## config.mk

```make
export PLATFORM = sky130hd
export DESIGN_NAME = epbuf_irq_unit
export DESIGN_NICKNAME = d
export VERILOG_FILES = /design/src/rtl/epbuf_pkg.sv /design/src/rtl/epbuf_w1c_vec.sv /design/src/rtl/epbuf_cont_rx.sv /design/src/rtl/epbuf_ep_cause.sv /design/src/rtl/epbuf_irq_unit.sv
export SDC_FILE = /design/constraint.sdc
export NUM_CORES = 1
export LEC_CHECK = 0
export BUFFER_PORTS_ARGS = -buffer_cell sky130_fd_sc_hd__buf_2
export CORE_UTILIZATION = 45
export CTS_CLUSTER_DIAMETER = 30
export CTS_CLUSTER_SIZE = 25
export DETAILED_ROUTE_END_ITERATION = 10
export PLACE_DENSITY = 0.79
export SLEW_MARGIN = 20
export SYNTH_ARGS = -nofsm -noshare
export SYNTH_HDL_FRONTEND = slang
export SYNTH_SLANG_ARGS = --single-unit
```

## constraint.sdc

```tcl
create_clock -name clk -period 7.5 [get_ports clk]
set_clock_uncertainty 0.15 [all_clocks]
set_input_delay 1.125 -clock clk [delete_from_list [all_inputs] [get_ports clk]]
set_output_delay 1.125 -clock clk [all_outputs]
set_load 0.01 [all_outputs]
```

## src/rtl/epbuf_pkg.sv

```systemverilog
// Shared encodings for the endpoint buffer event interrupt unit.
// Assumes: two-bit transfer-type field per endpoint; reserved code acts as bulk.
package epbuf_pkg;

    typedef enum logic [1:0] {
        XT_BULK = 2'b00,
        XT_INTR = 2'b01,
        XT_ISO  = 2'b10,
        XT_RSVD = 2'b11
    } xfer_type_e;

    // Per-endpoint set strobes toward the three status vectors.
    typedef struct packed {
        logic emp;
        logic nrdy;
        logic rdy;
    } ep_evt_t;

endpackage

```

## src/rtl/epbuf_w1c_vec.sv

```systemverilog
// Write-1-to-clear status vector.
// What: holds one sticky bit per endpoint, set by event strobes and cleared by software.
// Assumes: set wins over clear in the same cycle; synchronous active-low reset.
module epbuf_w1c_vec #(
    parameter int WIDTH = 6
) (
    input  logic             clk,
    input  logic             rst_n,
    input  logic [WIDTH-1:0] set,
    input  logic [WIDTH-1:0] clr,
    output logic [WIDTH-1:0] q
);

    // Sticky status update: clear first, then OR in new events.
    always_ff @(posedge clk) begin
        if (!rst_n) begin
            q <= '0;
        end else begin
            q <= (q & ~clr) | set;
        end
    end

    // an event always leaves its bit set, even against a clear.
    a_r10_set_wins: assert property (@(posedge clk) disable iff (!rst_n)
        (|set) |=> ((q & $past(set)) == $past(set)));

    // a clear with no event drops the bit.
    a_r10_clear_drops: assert property (@(posedge clk) disable iff (!rst_n)
        (|(clr & ~set)) |=> ((q & $past(clr & ~set)) == '0));

endmodule

```

## src/rtl/epbuf_cont_rx.sv

```systemverilog
// Endpoint 0 continuous-receive byte accumulator.
// What: sums good received packet lengths and raises a hit when the total reaches
//       the threshold or a short packet arrives; the total then restarts.
// Assumes: LIMIT fits in LEN_W bits; CRC-damaged packets are not counted.
module epbuf_cont_rx #(
    parameter int LEN_W = 11,
    parameter int LIMIT = 255
) (
    input  logic             clk,
    input  logic             rst_n,
    input  logic             enable,
    input  logic             xact_hit,
    input  logic [LEN_W-1:0] rx_len,
    input  logic             rx_short,
    input  logic             rx_crc_err,
    output logic             hit
);

    localparam int SUM_W = LEN_W + 1;

    logic [SUM_W-1:0] acc_q;
    logic [SUM_W-1:0] sum;
    logic             good;

    // Candidate total and threshold decision for the current transaction.
    always_comb begin
        good = enable && xact_hit && !rx_crc_err;
        sum  = acc_q + SUM_W'(rx_len);
        hit  = good && (rx_short || (sum >= SUM_W'(LIMIT)));
    end

    // Running total: restart on hit or when the mode is off.
    always_ff @(posedge clk) begin
        if (!rst_n) begin
            acc_q <= '0;
        end else if (!enable || hit) begin
            acc_q <= '0;
        end else if (good) begin
            acc_q <= sum;
        end
    end

    // the stored total never reaches the threshold.
    a_r7_acc_below_limit: assert property (@(posedge clk) disable iff (!rst_n)
        acc_q < SUM_W'(LIMIT));

endmodule

```

## src/rtl/epbuf_ep_cause.sv

```systemverilog
// Per-endpoint interrupt cause decoder.
// What: converts packet-engine and DMA strobes aimed at one endpoint into set strobes
//       for the drained/oversize, not-ready and ready status bits, according to the
//       endpoint's direction, type, buffering and access mode.
// Assumes: configuration is stable while traffic is active; for endpoint 0 the
//          direction input tracks the current data stage, and DMA / isochronous
//          settings are ignored.
module epbuf_ep_cause
    import epbuf_pkg::*;
#(
    parameter int LEN_W  = 11,
    parameter bit IS_EP0 = 1'b0
) (
    input  logic             clk,
    input  logic             rst_n,
    input  logic             dir_in,
    input  logic [1:0]       xtype,
    input  logic             dbl,
    input  logic             dma,
    input  logic [LEN_W-1:0] maxpkt,
    input  logic             tok_hit,
    input  logic             tok_buf_rdy,
    input  logic             tok_xrun,
    input  logic             xact_hit,
    input  logic [LEN_W-1:0] rx_len,
    input  logic             rx_short,
    input  logic             rx_crc_err,
    input  logic             fill,
    input  logic             drain,
    input  logic             rdy_evt,
    input  logic             dma_done,
    input  logic             cont_en,
    input  logic             cont_hit,
    output ep_evt_t          evt
);

    logic       is_iso;
    logic       use_dma;
    logic [1:0] cap;
    logic [1:0] occ_q;
    logic       fill_ok;
    logic       drain_ok;
    logic       armed_q;
    logic       arm_set;
    logic       drained;
    logic       oversize;

    // Effective mode bits; endpoint 0 is never isochronous nor DMA-serviced.
    always_comb begin
        is_iso  = IS_EP0 ? 1'b0 : (xtype == XT_ISO);
        use_dma = IS_EP0 ? 1'b0 : dma;
        cap     = dbl ? 2'd2 : 2'd1;
    end

    // Filled-half bookkeeping qualifiers: no fill past capacity, no drain below zero.
    always_comb begin
        fill_ok  = fill && (occ_q < cap);
        drain_ok = drain && (occ_q != 2'd0);
    end

    // Count of buffer halves holding data not yet sent.
    always_ff @(posedge clk) begin
        if (!rst_n) begin
            occ_q <= 2'd0;
        end else if (fill_ok && !drain_ok) begin
            occ_q <= occ_q + 2'd1;
        end else if (drain_ok && !fill_ok) begin
            occ_q <= occ_q - 2'd1;
        end
    end

    // Short-packet arm for DMA OUT: set by a short packet, consumed by DMA done.
    always_comb begin
        arm_set = xact_hit && rx_short && !dir_in && use_dma;
    end

    // Arm register; a new short packet outranks a simultaneous consume.
    always_ff @(posedge clk) begin
        if (!rst_n) begin
            armed_q <= 1'b0;
        end else if (arm_set) begin
            armed_q <= 1'b1;
        end else if (dma_done) begin
            armed_q <= 1'b0;
        end
    end

    // Drained (IN) and oversize (OUT) causes.
    always_comb begin
        drained  = dir_in && drain_ok && !fill_ok && (occ_q == 2'd1);
        oversize = xact_hit && !dir_in && (rx_len > maxpkt);
    end

    // Assemble the three set strobes for this endpoint.
    always_comb begin
        evt.emp  = drained || oversize;
        evt.nrdy = (tok_hit && (is_iso ? tok_xrun : !tok_buf_rdy))
                || (xact_hit && is_iso && !dir_in && rx_crc_err);
        if (IS_EP0) begin
            evt.rdy = cont_en ? cont_hit : (rdy_evt && !dir_in);
        end else if (use_dma) begin
            evt.rdy = dma_done && armed_q && !dir_in;
        end else begin
            evt.rdy = rdy_evt;
        end
    end

    // a lone drain on a nonempty buffer removes exactly one half.
    a_r2_drain_steps_down: assert property (@(posedge clk) disable iff (!rst_n)
        (drain && !fill && occ_q != 2'd0) |=> (occ_q == $past(occ_q) - 2'd1));

    // the filled-half count never exceeds two.
    a_r2_occ_bounded: assert property (@(posedge clk) disable iff (!rst_n)
        occ_q <= 2'd2);

    // the arm only drops after a DMA done.
    a_r9_arm_consumed_by_done: assert property (@(posedge clk) disable iff (!rst_n)
        $fell(armed_q) |-> $past(dma_done));

endmodule

```

## src/rtl/epbuf_irq_unit.sv

```systemverilog
// Endpoint buffer event interrupt unit (top).
// What: routes token/transaction strobes to per-endpoint cause decoders, keeps the
//       three write-1-to-clear status vectors and drives one masked interrupt line.
// Assumes: at most one token end and one transaction end per cycle; endpoint
//          numbers at or above NUM_EP are ignored.
module epbuf_irq_unit
    import epbuf_pkg::*;
#(
    parameter int NUM_EP = 6,
    parameter int LEN_W  = 11,
    parameter int LIMIT  = 255,
    localparam int EP_W  = $clog2(NUM_EP)
) (
    input  logic                    clk,
    input  logic                    rst_n,
    input  logic [NUM_EP-1:0]       cfg_dir_in,
    input  logic [2*NUM_EP-1:0]     cfg_xfer_type,
    input  logic [NUM_EP-1:0]       cfg_dbl,
    input  logic [NUM_EP-1:0]       cfg_dma,
    input  logic [NUM_EP*LEN_W-1:0] cfg_maxpkt,
    input  logic                    ep0_cont_rx,
    input  logic                    tok_end,
    input  logic [EP_W-1:0]         tok_ep,
    input  logic                    tok_buf_rdy,
    input  logic                    tok_xrun,
    input  logic                    xact_end,
    input  logic [EP_W-1:0]         xact_ep,
    input  logic [LEN_W-1:0]        rx_len,
    input  logic                    rx_short,
    input  logic                    rx_crc_err,
    input  logic [NUM_EP-1:0]       buf_fill,
    input  logic [NUM_EP-1:0]       buf_drain,
    input  logic [NUM_EP-1:0]       buf_rdy_evt,
    input  logic [NUM_EP-1:0]       dma_done,
    input  logic [NUM_EP-1:0]       en_emp,
    input  logic [NUM_EP-1:0]       en_nrdy,
    input  logic [NUM_EP-1:0]       en_rdy,
    input  logic [NUM_EP-1:0]       clr_emp,
    input  logic [NUM_EP-1:0]       clr_nrdy,
    input  logic [NUM_EP-1:0]       clr_rdy,
    output logic [NUM_EP-1:0]       st_emp,
    output logic [NUM_EP-1:0]       st_nrdy,
    output logic [NUM_EP-1:0]       st_rdy,
    output logic                    irq
);

    logic [NUM_EP-1:0] tok_hit;
    logic [NUM_EP-1:0] xact_hit;
    logic [NUM_EP-1:0] set_emp;
    logic [NUM_EP-1:0] set_nrdy;
    logic [NUM_EP-1:0] set_rdy;
    ep_evt_t           ev [NUM_EP];
    logic              cont_en;
    logic              cont_hit;

    // Endpoint 0 continuous-receive mode applies only on the receive side.
    always_comb begin
        cont_en = ep0_cont_rx && !cfg_dir_in[0];
    end

    epbuf_cont_rx #(
        .LEN_W (LEN_W),
        .LIMIT (LIMIT)
    ) u_cont_rx (
        .clk        (clk),
        .rst_n      (rst_n),
        .enable     (cont_en),
        .xact_hit   (xact_hit[0]),
        .rx_len     (rx_len),
        .rx_short   (rx_short),
        .rx_crc_err (rx_crc_err),
        .hit        (cont_hit)
    );

    for (genvar i = 0; i < NUM_EP; i++) begin : g_ep
        // Endpoint address decode for this endpoint.
        always_comb begin
            tok_hit[i]  = tok_end  && (tok_ep  == EP_W'(i));
            xact_hit[i] = xact_end && (xact_ep == EP_W'(i));
        end

        epbuf_ep_cause #(
            .LEN_W  (LEN_W),
            .IS_EP0 (i == 0)
        ) u_cause (
            .clk         (clk),
            .rst_n       (rst_n),
            .dir_in      (cfg_dir_in[i]),
            .xtype       (cfg_xfer_type[2*i +: 2]),
            .dbl         (cfg_dbl[i]),
            .dma         (cfg_dma[i]),
            .maxpkt      (cfg_maxpkt[i*LEN_W +: LEN_W]),
            .tok_hit     (tok_hit[i]),
            .tok_buf_rdy (tok_buf_rdy),
            .tok_xrun    (tok_xrun),
            .xact_hit    (xact_hit[i]),
            .rx_len      (rx_len),
            .rx_short    (rx_short),
            .rx_crc_err  (rx_crc_err),
            .fill        (buf_fill[i]),
            .drain       (buf_drain[i]),
            .rdy_evt     (buf_rdy_evt[i]),
            .dma_done    (dma_done[i]),
            .cont_en     ((i == 0) ? cont_en  : 1'b0),
            .cont_hit    ((i == 0) ? cont_hit : 1'b0),
            .evt         (ev[i])
        );

        // Split the endpoint's strobes into the three set vectors.
        always_comb begin
            set_emp[i]  = ev[i].emp;
            set_nrdy[i] = ev[i].nrdy;
            set_rdy[i]  = ev[i].rdy;
        end
    end

    epbuf_w1c_vec #(.WIDTH(NUM_EP)) u_st_emp (
        .clk (clk), .rst_n (rst_n), .set (set_emp),  .clr (clr_emp),  .q (st_emp)
    );

    epbuf_w1c_vec #(.WIDTH(NUM_EP)) u_st_nrdy (
        .clk (clk), .rst_n (rst_n), .set (set_nrdy), .clr (clr_nrdy), .q (st_nrdy)
    );

    epbuf_w1c_vec #(.WIDTH(NUM_EP)) u_st_rdy (
        .clk (clk), .rst_n (rst_n), .set (set_rdy),  .clr (clr_rdy),  .q (st_rdy)
    );

    // Summary line: any enabled pending bit.
    always_comb begin
        irq = |((st_emp & en_emp) | (st_nrdy & en_nrdy) | (st_rdy & en_rdy));
    end

    // with every mask closed the line stays low.
    a_r11_masked_quiet: assert property (@(posedge clk) disable iff (!rst_n)
        ((en_emp == '0) && (en_nrdy == '0) && (en_rdy == '0)) |-> !irq);

    // the cycle after reset all status is clear.
    a_r1_reset_clear: assert property (@(posedge clk)
        !rst_n |=> ((st_emp == '0) && (st_nrdy == '0) && (st_rdy == '0)));

endmodule

```

==> impl_metrics.yaml, run 1 <==
clocking:
  clock_path_buffers: 2
  cts_buffers: 5
  cts.repair.resized: 0
  htree_levels: 2
  root_buffer: "clkbuf_8"
  cts_setup_buffers: 0
  cts_sinks: 47
  insertion_delay_ns: 0.30
  cts_hold_buf: 0
  tritoncts: "built"
  clkTransAtPathRegs_ns: 0.09
placement:
  io_buffers: 196
  dp_hpwl_um: 11900
  gp_congestion: 0.954
critical_path:
  criticalPathCategory: "in -> reg"
  rrSetupSlack_ns: 4.58
  crit_required_ns: 7.59
  crit_path_end_kind: "register"
  startpoint_type: "input port"
  cp_max_fo: 7
  worstRegToRegCells: 8
  cp-startpoint: "rx_len[4]"
  r2r-start: "u_cont_rx.acc_q[4]"
  arrival_ns: 3.75
  timing.rr.end: "u_cont_rx.acc_q[6]"
run_status:
  outcome: "complete, no violations"
timing:
  tightestPinTransition_ns: 0.859
  period_needed_ns: 3.66
  finalSetupViolCount: 0
  tns_ns: 0
  holdWs_ns: 0.325
  final-max-slew-violation-count: 0
  rsz0062_at_grt: "no"
  period_share: 0.488
  slew_headroom: 0.412
  finalHoldViolCount: 0
  fmax_ghz: 0.273
hold_path:
  hold_path_class: "reg -> reg"
  hold_path_depth: 1
  hold_end: "u_cont_rx.acc_q[10]"
  min_from: "u_cont_rx.acc_q[10]"
global_route:
  grt_pass1_vias: 4847
  grt_overflow: 0
  grt_max_degree: 32
  grt_pass1_wl_um: 23000
  antenna_found_initial: 1
  grt_use_total: 0.263
finish:
  drive_above_1_share: 0.264
  syn_to_final_growth_pct: 26.0
  layout_common_cells: "buf_2, inv_1, ha_1"
  final_net_count: 1087
  final_util: 0.586
  n_fill_cell: 975
  multi_input_area_um2: 3460
  ff_latch_area_um2: 941
  final_common_cell: "buf_2"
drt:
  final_antenna_net_count: 0
  wl_per_cell_um: 15.2
  via_count: 4999
  viasPerCell: 5.32
  totalWireLength_um: 14300
  drcViolationCount: 0
  drt-initial-drc-count: 181
  dr.pass1.iters: 6
logic_synthesis:
  syn_nets: 889
  yosys_most_used_dff: "dfxtp_1"
  yosysWarningCount: 0
  yosysUniqueCellTypes: 56
  avgSynthCellArea_um2: 7.97
  netlist_area_um2: 4820
  ys_seq_elements: 47
  seq_area_frac_synth: 0.195
  synthArstFlopShare: 0
  syn_inst: 605
  synth_edf_count: 0
power_and_ir_drop:
  finalPower_uw: 843
  p_leak_uw: 0.00323
  peakVddDrop_v: 0.000109
  power_density_nw_per_um2: 139
die:
  initial_utilization: 0.465
  coreArea_um2: 10400
  dieArea_um2: 11100
  ioPinCount: 201
  die_h_um: 106
  rows: 37
  die_w_um: 106
run:
  drv_cap: 0
-- final cells by class --
cell class / count / share of cell area
Multi-Input combinational cell: 444 / 0.569
Timing Repair Buffer: 198 / 0.164
Sequential cell: 47 / 0.155
Inverter: 107 / 0.0661
Tap cell: 136 / 0.0280
Clock inverter: 2 / 0.00618
Antenna cell: 1 / 0.000412
Clock buffer: 5 / 0.0113
-- where the power goes --
| part | switching, uW | leakage (uW) | internal, uW |
|---|---|---|---|
| clock | 91.4 | 0.0000502 | 97.7 |
| combinational | 183 | 0.00280 | 170 |
| sequential | 26.0 | 0.000383 | 275 |
-- registers in the layout (all words and copies together), names as in the netlist --
name and count:
g_ep.u_cause.armed_q 5, u_st_emp.q 6, u_cont_rx.acc_q 12, g_ep.u_cause.occ_q 12, u_st_nrdy.q 6, u_st_rdy.q 6
-- per-stage QoR --
stage          cells  instance area [um^2]  setup WS, ns
5_1_grt          939                  6070          3.70
3_3_place_gp     932                  5960          3.56
6_report         940                  6080          3.84
2_1_floorplan    605                  4820          4.09
3_5_place_dp     932                  5960          3.56
4_1_cts          939                  6070          3.86
-- cell usage after synthesis, types with 11 or more instances --
cell,n,share of area
nor2_1,41,0.032
nand4_1,14,0.018
nand2_1,24,0.019
nor3_1,11,0.011
nand2b_1,21,0.027
a21oi_1,38,0.039
inv_1,106,0.083
nor2b_1,11,0.014
xor2_1,13,0.024
a21o_1,15,0.023
o21ai_0,30,0.031
dfxtp_1,47,0.20
ha_1,101,0.26
-- cells by family after synthesis --
kind of cell / count (synthesis) / share of synthesized area
buffers and inverters: 114 / 0.0887
XOR/XNOR: 20 / 0.0363
adder cells (fa/ha/maj): 102 / 0.266
AO/OA/AOI/OAI: 154 / 0.222
AND/OR/NAND/NOR: 168 / 0.191
flip-flops: 47 / 0.195
-- metal layers --
| metal | global-route usage | part of all wire | vias up |
|---|---|---|---|
| li1 | - | - | 2553 |
| met1 | 0.316 | 0.44 | 2228 |
| met4 | 0.0685 | 0.021 | 0 |
| met5 | 0 | 0 | - |
| met3 | 0.0458 | 0.073 | 27 |
| met2 | 0.482 | 0.47 | 191 |
-- worst max-delay path, stage by stage --
cell and delay, ns:
buf_2 0.19, ha_1 0.42, and3_4 0.22, a221oi_2 0.35, nor3_1 0.09, o21a_1 0.19, or3_4 0.34, a2111oi_4 0.60
a22o_1 0.21
-- how the worst max path moves through the flow --
stage / slack [ns] / to
CTS: 3.86 / u_cont_rx.acc_q[7]
global placement: 3.56 / u_cont_rx.acc_q[7]
floorplan: 4.09 / u_cont_rx.acc_q[0]
finish: 3.84 / u_cont_rx.acc_q[6]
detailed placement: 3.56 / u_cont_rx.acc_q[7]
global route: 3.70 / u_cont_rx.acc_q[5]
(Power assumes the default switching activity.)
==> inputs of run 2 (changes only) <==
PLACE_DENSITY = 0.82   (was 0.79)
clock period = 3.09 ns   (was 7.5 ns; I/O delays follow)
==> impl_metrics.yaml, run 2 (synthesis results as in run 1) <==
clocking:
  htree_levels: 2
  root_buffer: "clkbuf_8"
  tritoncts: "built"
  cts_setup_buffers: 0
  cts_sinks: 47
  cts.repair.resized: 0
  cts_buffers: 5
  clkTransAtPathRegs_ns: 0.11
  clock_path_buffers: 2
  cts_hold_buf: 0
  insertion_delay_ns: 0.31
critical_path:
  startpoint_type: "register"
  cp_slowest_stage_delay_ns: 0.44
  arrival_ns: 2.74
  cp_top_family: "compound AO/OA/AOI/OAI gates"
  crit_required_ns: 3.15
  path_buf_inv: 2
  cpMaxStageDelayCell: "o311ai_2"
  crit_chain: "ha_1 -> buf_4 -> a21o_1 -> nand2_1 -> o31ai_1 -> or3_1 -> o311ai_2 -> a2111oi_4 -> buf_4 -> a22o_1"
  cp_max_fo: 7
  crit_path_end_kind: "register"
  criticalPathCategory: "reg -> reg"
  crit_top_cell: "buf_4"
drt:
  drt-initial-drc-count: 176
  dr.pass1.iters: 4
  drcViolationCount: 0
  viasPerCell: 5.42
  via_count: 5177
  wl_per_cell_um: 15.7
  final_antenna_net_count: 0
  totalWireLength_um: 15000
run_status:
  outcome: "complete, no violations"
run:
  drv_cap: 0
timing:
  tightestPinTransition_ns: 0.721
  period_share: 0.868
  final-max-slew-violation-count: 0
  finalHoldViolCount: 0
  tns_ns: 0
  fmax_ghz: 0.373
  slew_headroom: 0.516
  period_needed_ns: 2.68
  rsz0062_at_grt: "no"
  finalSetupViolCount: 0
finish:
  ff_latch_area_um2: 941
  final_net_count: 1103
  final_common_cell: "buf_2"
  n_fill_cell: 983
  multi_input_area_um2: 3450
  layout_common_cells: "buf_2, inv_1, ha_1"
  final_util: 0.596
  reg.largest.list: "g_ep.u_cause.occ_q x12, u_cont_rx.acc_q x12"
  syn_to_final_growth_pct: 28.2
  antenna_cells: 0
  drive_above_1_share: 0.278
die:
  die_w_um: 106
  dieArea_um2: 11100
  initial_utilization: 0.465
  die_h_um: 106
  coreArea_um2: 10400
  rows: 37
  ioPinCount: 201
global_route:
  grt_use_total: 0.268
  antenna_found_initial: 1
  grt_pass1_vias: 4958
  grt_max_degree: 31
  grt_overflow: 0
  grt_pass1_wl_um: 23300
power_and_ir_drop:
  p_leak_uw: 0.00331
  peakVddDrop_v: 0.000282
  power_density_nw_per_um2: 329
placement:
  dp_hpwl_um: 12500
  gp_congestion: 0.911
  io_buffers: 196
hold_path:
  hold_path_class: "in -> reg"
[run 2: worst paths after layout]
check	slack [ns]	start	endpoint	cells past startpoint
worst min register to register	0.33	u_cont_rx.acc_q[8]	u_cont_rx.acc_q[8]	1
worst max-delay path	0.41	u_cont_rx.acc_q[4]	u_cont_rx.acc_q[5]	10
worst min-delay path	0.25	clr_rdy[5]	u_st_rdy.q[5]	3
worst max register to register	0.41	u_cont_rx.acc_q[4]	u_cont_rx.acc_q[5]	10
[run 2: routing by layer]
layer,wire (um),share of wire,vias to the layer above,GRT usage
li1,-,-,2583,-
met1,6390,0.43,2350,0.327
met2,7200,0.48,226,0.478
met3,1150,0.077,18,0.0476
met4,252,0.017,0,0.0813
met5,0,0,-,0
[run 2: report_power, final]
part | internal (uW) | total [uW] | switching, uW
Combinational | 425 | 876 | 451
Clock | 172 | 430 | 258
Sequential | 668 | 730 | 62.0
Total | 1260 | 2040 | 772
[run 2: area by class of cell]
type                    count  area share
multi-input cells         444       0.559
repair buffers            214       0.181
flip-flops and latches     47       0.152
inverters                 107      0.0650
well taps                 136      0.0275
clock buffers               5      0.0111
clock inverters             3     0.00466
[run 2: worst register-to-register path: cells and delay by family (launching register included)]
kind            cells  cell delay (ns)
fa+ha+maj           1             0.33
simple gates        2             0.48
compound gates      5             0.92
buf+inv             2             0.36
flops               1             0.33
[run 2: per-stage QoR]
stage          total power (uW)  hold WS (ns)  worst slack [ns]  instances  cell area (um^2)
4_1_cts                    2060         0.232             0.394        956              6180
3_3_place_gp               1580         0.297             0.180        948              6080
6_report                   2040         0.245             0.406        956              6180
5_1_grt                    2210         0.239             0.241        956              6180
3_5_place_dp               1620         0.308             0.124        948              6080
2_1_floorplan              1310         0.284             0.339        605              4820
==> inputs of run 3 (changes only) <==
CELL_PAD_IN_SITES_DETAIL_PLACEMENT = 1   (was default)
CELL_PAD_IN_SITES_GLOBAL_PLACEMENT = 2   (was default)
CORE_MARGIN = 3   (was default)
CORE_UTILIZATION = 24   (was 45)
PLACE_DENSITY = 0.8   (was 0.82)
==> impl_metrics.yaml, run 3 (synthesis results as in run 1) <==
run_status:
  outcome: "complete, no violations"
timing:
  period_share: 0.881
  finalHoldViolCount: 0
  finalSetupViolCount: 0
  final-max-slew-violation-count: 0
  period_needed_ns: 2.72
  rsz0062_at_grt: "no"
  tightestPinTransition_ns: 0.792
  fmax_ghz: 0.367
  slew_headroom: 0.458
  tns_ns: 0
clocking:
  clkTransAtPathRegs_ns: 0.08
  root_buffer: "clkbuf_16"
  cts_hold_buf: 0
  htree_levels: 2
  cts.repair.resized: 0
  cts_sinks: 47
  cts_setup_buffers: 0
  insertion_delay_ns: 0.30
  clock_path_buffers: 2
  tritoncts: "built"
  cts_buffers: 5
finish:
  final_common_cell: "buf_2"
  final_net_count: 1111
  final_cells: 1093
  layout_common_cells: "buf_2, inv_1, ha_1"
  multi_input_area_um2: 3460
  ff_latch_area_um2: 941
  syn_to_final_growth_pct: 34.9
  reg.largest.list: "g_ep.u_cause.occ_q x12, u_cont_rx.acc_q x12"
  n_fill_cell: 2456
  antenna_cells: 0
  drive_above_1_share: 0.286
  final_util: 0.332
placement:
  gp_congestion: 0.820
  dp_hpwl_um: 15900
  io_buffers: 196
  place_inst: 1085
critical_path:
  arrival_ns: 2.76
  criticalPathCategory: "reg -> reg"
  cpMaxStageDelayCell: "fa_1"
  cp_max_fo: 7
  crit_path_end_kind: "register"
  cp_top_family: "compound AO/OA/AOI/OAI gates"
  timing.rr.end: "u_cont_rx.acc_q[6]"
  startpoint_type: "register"
  r2r-start: "u_cont_rx.acc_q[0]"
  rrSetupSlack_ns: 0.37
  crit_chain: "ha_1 -> inv_1 -> fa_1 -> nor2b_1 -> o22ai_1 -> xnor2_1 -> nand3_1 -> o311ai_2 -> a2111oi_4 -> buf_4 -> a22o_1"
  path_buf_inv: 2
  worstRegToRegCells: 11
  cp_slowest_stage_delay_ns: 0.39
  crit_required_ns: 3.13
drt:
  drt-initial-drc-count: 118
  final_antenna_net_count: 0
  drcViolationCount: 0
  totalWireLength_um: 18400
  viasPerCell: 4.65
  wl_per_cell_um: 16.9
  dr.pass1.iters: 4
  via_count: 5081
hold_path:
  hold_path_class: "in -> reg"
  hold_end: "u_st_rdy.q[3]"
  min_from: "clr_rdy[3]"
  hold_path_depth: 3
die:
  dieArea_um2: 21800
  ioPinCount: 201
  initial_utilization: 0.246
  coreArea_um2: 19600
  die_h_um: 148
  die_w_um: 148
  rows: 51
power_and_ir_drop:
  finalPower_uw: 2370
  peakVddDrop_v: 0.000192
  power_density_nw_per_um2: 364
  p_leak_uw: 0.00340
global_route:
  antenna_found_initial: 2
  grt_max_degree: 31
  grt_pass1_wl_um: 28300
  grt_overflow: 0
  grt_pass1_vias: 5443
  grt_use_total: 0.165
run:
  drv_cap: 0
==> run 3: layout make-up <==
type	count	share of cell area
inverters	107	0.0617
clock inverters	3	0.0110
well taps	265	0.0510
flip-flops and latches	47	0.145
repair buffers	222	0.181
clock buffers	5	0.0192
multi-input cells	444	0.532
==> run 3: per-layer routing <==
layer / share of wire / global-route usage / vias to the layer above
met3: 0.044 / 0.0297 / 19
met1: 0.45 / 0.206 / 2362
met5: 0.00076 / 0 / -
li1: - / - / 2595
met2: 0.49 / 0.297 / 101
met4: 0.010 / 0.0308 / 4
==> run 3: power by group <==
group | switching, uW | internal, uW
Sequential | 63.9 | 668
Clock | 274 | 470
Combinational | 461 | 429
==> run 3: worst max-delay path by stage <==
stage | from | end | slack, ns | depth (start not counted)
finish | u_cont_rx.acc_q[0] | u_cont_rx.acc_q[6] | 0.37 | 11
global route | u_cont_rx.acc_q[0] | u_cont_rx.acc_q[6] | 0.08 | 11
CTS | u_cont_rx.acc_q[3] | u_cont_rx.acc_q[6] | 0.36 | 9
detailed placement | rx_len[1] | u_cont_rx.acc_q[6] | 0.09 | 10
global placement | rx_len[3] | u_cont_rx.acc_q[1] | 0.11 | 10
floorplan | rx_len[4] | u_cont_rx.acc_q[0] | 0.34 | 8
==> run 3: through the flow <==
stage	instance area [um^2]	hold slack [ns]	setup WS [ns]
6_report	6500	0.271	0.368
5_1_grt	6500	0.275	0.0843
3_5_place_dp	6310	0.302	0.0865
2_1_floorplan	4820	0.284	0.339
3_3_place_gp	6310	0.296	0.114
4_1_cts	6500	0.258	0.357
==> run 3: worst min-delay path, stage by stage <==
cell      delay (ns)
buf_2           0.07
nand2b_1        0.09
a21oi_1         0.05
